<file path="src/rtl/ic_pkg.sv">
package ic_pkg;

    typedef enum logic [1:0] {
        EM_OFF  = 2'b00,
        EM_RISE = 2'b01,
        EM_FALL = 2'b10,
        EM_ANY  = 2'b11
    } edge_mode_e;

    typedef enum logic [1:0] {
        PS_DIV1  = 2'd0,
        PS_DIV4  = 2'd1,
        PS_DIV8  = 2'd2,
        PS_DIV16 = 2'd3
    } presc_e;

    function automatic int presc_shift(input int sel);
        case (sel)
            0:       return 0;
            1:       return 2;
            2:       return 3;
            default: return 4;
        endcase
    endfunction

endpackage

</file>
<file path="src/rtl/ic_timebase.sv">
module ic_timebase #(
    parameter int CW = 32
) (
    input  logic [CW-1:0] cyc_cnt,
    input  logic [CW-1:0] cyc_adj,
    input  logic [1:0]    presc_sel,
    output logic [15:0]   tcount
);
    localparam int MAXSH = 4;
    localparam int NSEL  = 4;

    logic [CW-1:0]  diff;
    logic [15:0]    scaled [NSEL];
    logic           unused_hi;

    assign diff      = cyc_cnt - cyc_adj;
    assign unused_hi = ^diff[CW-1:16+MAXSH];

    for (genvar s = 0; s < NSEL; s++) begin : g_scale
        localparam int SH = ic_pkg::presc_shift(s);
        assign scaled[s] = diff[SH+15:SH];
    end

    assign tcount = scaled[presc_sel];

endmodule

</file>
<file path="src/rtl/ic_edge_qual.sv">
module ic_edge_qual
    import ic_pkg::*;
(
    input  logic       pin_now,
    input  logic       pin_prev,
    input  logic [1:0] mode,
    output logic       hit
);
    logic moved;

    assign moved = pin_now ^ pin_prev;

    always_comb begin
        hit = 1'b0;
        if (moved) begin
            case (edge_mode_e'(mode))
                EM_RISE: hit = pin_now;
                EM_FALL: hit = ~pin_now;
                EM_ANY:  hit = 1'b1;
                default: hit = 1'b0;
            endcase
        end
    end

endmodule

</file>
<file path="src/rtl/tri_input_capture.sv">
module tri_input_capture #(
    parameter int CW  = 32,
    parameter int NCH = 3,
    parameter int AW  = 4
) (
    input  logic           clk,
    input  logic           rst_n,
    input  logic [CW-1:0]  cyc_cnt,
    input  logic [CW-1:0]  cyc_adj,
    input  logic [1:0]     presc_sel,
    input  logic [NCH-1:0] pin_in,
    input  logic           wr_en,
    input  logic [AW-1:0]  wr_addr,
    input  logic [7:0]     wr_data,
    input  logic [AW-1:0]  rd_addr,
    output logic [7:0]     rd_data,
    output logic           irq
);
    localparam int CTLW = 2 * NCH;
    localparam logic [AW-1:0] A_CTL = AW'(2 * NCH);
    localparam logic [AW-1:0] A_FLG = AW'(2 * NCH + 1);
    localparam logic [AW-1:0] A_IEN = AW'(2 * NCH + 2);

    typedef struct packed {
        logic [NCH-1:0]       pin;
        logic [NCH-1:0]       flag;
        logic [NCH-1:0]       ien;
        logic [CTLW-1:0]      ectl;
        logic [NCH-1:0][15:0] cap;
    } ic_state_t;

    ic_state_t       st_d, st_q;
    logic [15:0]     tcount;
    logic [NCH-1:0]  hit;

    ic_timebase #(.CW(CW)) u_tb (
        .cyc_cnt   (cyc_cnt),
        .cyc_adj   (cyc_adj),
        .presc_sel (presc_sel),
        .tcount    (tcount)
    );

    for (genvar i = 0; i < NCH; i++) begin : g_ch
        ic_edge_qual u_q (
            .pin_now  (pin_in[i]),
            .pin_prev (st_q.pin[i]),
            .mode     (st_q.ectl[2*i+1:2*i]),
            .hit      (hit[i])
        );
    end

    if (CTLW < 8) begin : g_unused_wd
        logic unused_wd;
        assign unused_wd = ^wr_data[7:CTLW];
    end

    always_comb begin
        logic [NCH-1:0] clr;
        st_d     = st_q;
        st_d.pin = pin_in;
        clr      = '0;
        if (wr_en && wr_addr == A_FLG) clr = wr_data[NCH-1:0];
        if (wr_en && wr_addr == A_CTL) st_d.ectl = wr_data[CTLW-1:0];
        if (wr_en && wr_addr == A_IEN) st_d.ien  = wr_data[NCH-1:0];
        for (int i = 0; i < NCH; i++) begin
            if (hit[i]) st_d.cap[NCH-1-i] = tcount;
        end
        st_d.flag = (st_q.flag & ~clr) | hit;
    end

    always_ff @(posedge clk or negedge rst_n) begin
        if (!rst_n) st_q <= '0;
        else        st_q <= st_d;
    end

    always_comb begin
        rd_data = 8'h00;
        for (int k = 0; k < NCH; k++) begin
            if (rd_addr == AW'(2 * k))     rd_data = st_q.cap[k][15:8];
            if (rd_addr == AW'(2 * k + 1)) rd_data = st_q.cap[k][7:0];
        end
        if (rd_addr == A_CTL) rd_data = 8'(st_q.ectl);
        if (rd_addr == A_FLG) rd_data = 8'(st_q.flag);
        if (rd_addr == A_IEN) rd_data = 8'(st_q.ien);
    end

    assign irq = |(st_q.flag & st_q.ien);

    logic [NCH-1:0]        flag_w, ien_w;
    logic [CTLW-1:0]       ectl_w;
    logic [NCH*16-1:0]     cap_w;
    assign flag_w = st_q.flag;
    assign ien_w  = st_q.ien;
    assign ectl_w = st_q.ectl;
    assign cap_w  = st_q.cap;

endmodule

</file>
<file path="config.mk">
export PLATFORM = sky130hd
export DESIGN_NAME = tri_input_capture
export DESIGN_NICKNAME = d
export VERILOG_FILES = /design/src/rtl/ic_pkg.sv /design/src/rtl/ic_timebase.sv /design/src/rtl/ic_edge_qual.sv /design/src/rtl/tri_input_capture.sv
export SDC_FILE = /design/constraint.sdc
export NUM_CORES = 1
export LEC_CHECK = 0
export BUFFER_PORTS_ARGS = -buffer_cell sky130_fd_sc_hd__buf_2
export CORE_UTILIZATION = 50
export DETAILED_ROUTE_END_ITERATION = 8
export GPL_TIMING_DRIVEN = 0
export PLACE_DENSITY = 0.88
export SYNTH_ARGS = -nofsm -noshare
export SYNTH_HDL_FRONTEND = slang
export SYNTH_SLANG_ARGS = --single-unit
</file>
<file path="constraint.sdc">
create_clock -name clk -period 2 [get_ports clk]
set_clock_uncertainty 0.2 [all_clocks]
set_input_delay 0.4 -clock clk [delete_from_list [all_inputs] [get_ports clk]]
set_output_delay 0.4 -clock clk [all_outputs]
set_load 0.01 [all_outputs]
</file>
==> out/metrics.cfg <==
[clock_network]
clkTransAtPathRegs_ns=0.08
cts_root_buf=clkbuf_8
htreeDepth=3
clock-sinks=63
ctsLongestPathBuffers=2
clk_latency_ns=0.36
cts_inserted_buffers=9
cts_tree=yes

[timing]
tightest_slew_ns=0.795
worst_slack_ns=-1.06
slew_headroom_pct=47.0
hold_violations=1
layout_worst_path_cycle_share_pct=153
whs_ns=-0.00562
rsz0062_at_grt=yes
min_period_ns=3.06
fmax_mhz=327
maxSlewViolCount=0
setup_viol=57
tns_ns=-32.88

[final_layout]
drive_above_1_share_pct=41.4
syn_to_final_growth_pct=38.2
num_antenna_cells=0
fin_nets=705
layoutNonFillerInstCount=707

[floorplan]
initial_core_util_pct=52.6
ios=97
rows=33
die_h_um=95.9
coreArea_sq_mm=0.00838
die_area_sq_mm=0.00919
die_w_um=95.9

[routing]
dr_wl_met3_mm=1.17
route.antenna.remaining_nets=0
routed.top_layer=met4
wl_met2_mm=7.43
avgViaCountPerCell=6.45
finalWirelength_mm=14.6
drcViolationCount=0
wl_per_cell_um=20.7
drtIter0Drc=472
drt-met1-wl_mm=5.31
drt-pass1-iter-count=5
dr_total_vias=4559

[worst_setup_path]
crit_chain=buf_8 -> inv_8 -> ha_4 -> fa_2 -> nor2b_4 -> o31ai_4 -> a211oi_4 -> a2111oi_2 -> or3_1 -> xnor2_2 -> mux4_2 -> mux2_4
critPathRequiredTime_ns=2.05
worstPathArrival_ns=3.11
slowest_stage=mux4_2
cp-start-kind=input pin
crit_path_end_kind=flip-flop
critPathMaxStageDelay_ns=0.57
crit_type=input pin to flip-flop
critPathMaxFanout=3

[run]
maxCapViolCount=0

[global_routing]
grt_antenna_before_repair=0
grt_max_degree=64
grt_pass1_vias=4430
overflow=0
grt_pass1_wl_mm=20.9
track_usage_pct=30.0

[synthesis]
synth_edf_count=0
async_reset_ff_share_pct=100
synth.ff_latch_count=63
synth_nets=598
seq_area_frac_synth_pct=35.8
netlist_instances=490
synth_cell_type_count=55
synth.avg_cell_area_sq_um=8.99
netlist_area_sq_mm=0.00441
synth_warnings=0
ys.flop_type=dfrtp_1

[pwr]
p_leak_nw=2.73
power.density_mw_per_mm2=956
ir_drop_v=0.000483
finalPower_w=0.00582

[min_path]
hold_class=input pin to flip-flop

[outcome]
violations=negative hold slack, negative setup slack
status=finished with violations

[placement]
place.gp.congestion=0.925
dp_hpwl_mm=8.58
placed_cells=662
portBuffers=67

cell type report:
| cell class | count | area [sq um] |
|---|---|---|
| clock inverter | 6 | 85.1 |
| tap | 105 | 131 |
| timing repair buffer | 96 | 604 |
| multi-input combinational | 374 | 3270 |
| buffer | 21 | 163 |
| inverter | 32 | 128 |
| clock buffer | 10 | 128 |
| fill | 523 | 2290 |
| sequential | 63 | 1580 |
metal layers:
| metal | GRT usage [%] | vias up |
|---|---|---|
| li1 | - | 1965 |
| met1 | 34.4 | 2205 |
| met2 | 51.7 | 307 |
| met3 | 7.35 | 82 |
| met4 | 16.0 | 0 |
| met5 | 0 | - |
path summary, 6_finish.rpt:
check | start | end | slack (ns) | depth (start not counted)
setup reg to reg | ectl_w[3] | cap_w[29] | -0.25 | 4
setup / recovery | cyc_cnt[0] | cap_w[29] | -1.06 | 12
hold reg to reg | cap_w[16] | cap_w[16] | 0.27 | 2
hold / removal | pin_in[1] | st_q[61] | -0.006 | 1
max in group asynchronous | rst_n | cap_w[38] | 0.60 | 2
min in group asynchronous | rst_n | cap_w[13] | 0.46 | 2
synth_stat cells (2+ instances only):
cell type   n  area (sq um)
a22oi_1     6          45.0
mux4_2     10           225
a21oi_1    25           125
a21o_1      5          37.5
o311ai_0    2          17.5
and3_1      6          37.5
o221ai_1    3          26.3
o21bai_1    2          15.0
or3_1       2          12.5
a222oi_1    3          30.0
nor2b_1     8          50.1
nor3_1      7          35.0
a32oi_1     3          26.3
a211oi_2    2          25.0
a31oi_1     6          37.5
or2_2       2          12.5
mux2i_1     9          90.1
a211oi_1    3          22.5
and2_1      2          12.5
inv_1      30           113
nor2_1     27           101
a2111oi_0   3          26.3
nand4_1     2          12.5
o31ai_1     7          52.6
xnor2_1    14           123
nand2b_1    6          37.5
dfrtp_1    63          1580
a31o_2      2          17.5
nor4b_1     2          17.5
o21a_1      7          52.6
o22ai_1     2          12.5
nand3_1     2          10.0
xor2_1      2          17.5
nand3b_1    4          30.0
a221o_1     2          20.0
o21ai_1     5          25.0
o211ai_1    4          30.0
ha_1       19           238
nand2_1    98           368
o21ai_0    19          95.1
clkbuf_1   19          71.3
mux2_2     32           360
worst max-delay path: cells and delay by family:
| family | cells | cell delay [ns] |
|---|---|---|
| simple gates | 2 | 0.52 |
| xor+xnor | 1 | 0.18 |
| mux | 2 | 0.86 |
| fa+ha+maj | 2 | 0.53 |
| compound gates | 3 | 0.50 |
| buf+inv | 2 | 0.11 |
metrics by stage:
stage                     utilization, %  worst slack [ns]  cell area (sq um)
final                               72.6             -1.06               6090
after global routing                72.6             -1.18               6090
after CTS                           68.2             -1.01               5710
after detailed placement            60.7             -1.63               5090
after global placement              60.7             -1.56               5090
after floorplan                        -             -1.18               4620
power breakdown:
group	total, W	switching (W)	internal, W
Sequential	0.00220	0.000398	0.00180
Combinational	0.00237	0.00120	0.00116
Clock	0.00125	0.000557	0.000697
Total	0.00582	0.00216	0.00366
cell families (layout without fill, tap and decap cells):
group	count (synthesis)	after routing	synth area share (%)
compound gates	116	116	17.9
xor+xnor	16	16	3.18
fa+ha+maj	20	20	5.85
buf+inv	53	165	4.57
flops	63	63	35.8
mux	51	51	15.3
simple gates	171	171	17.4
state kept, by name, indices dropped and copies added (netlist names):
name	cells
ien_w	3
ectl_w	6
st_q	3
flag_w	3
cap_w	48
timing repair:
item | in CTS | in global routing
hold endpoints to repair | 1 | 33
hold buffers | 1 | 1
gates resized for setup | 76 | 53
buffers inserted | 12 | 15
pin swaps | 29 | 20
endpoints found under the setup margin | 62 | 57
cells in the final DEF (no fill, tap or decap), drive strengths merged, types with 4 or more instances in the layout:
cell / synthesis / final
nor2b: 8 / 8
and3: 6 / 6
dfrtp: 63 / 63
mux4: 10 / 10
nor3: 7 / 7
nand2: 98 / 98
a31oi: 6 / 6
a21oi: 25 / 25
nand2b: 6 / 6
nor2: 27 / 27
a21o: 5 / 5
o21ai: 24 / 24
o21a: 7 / 7
a2111oi: 4 / 4
mux2i: 9 / 9
nand3b: 4 / 4
inv: 31 / 31
buf: 1 / 97
mux2: 32 / 32
xnor2: 14 / 14
clkbuf: 20 / 28
ha: 19 / 19
a22oi: 6 / 6
a211oi: 5 / 5
o31ai: 7 / 7
o211ai: 4 / 4
(Power assumes the default switching activity.)
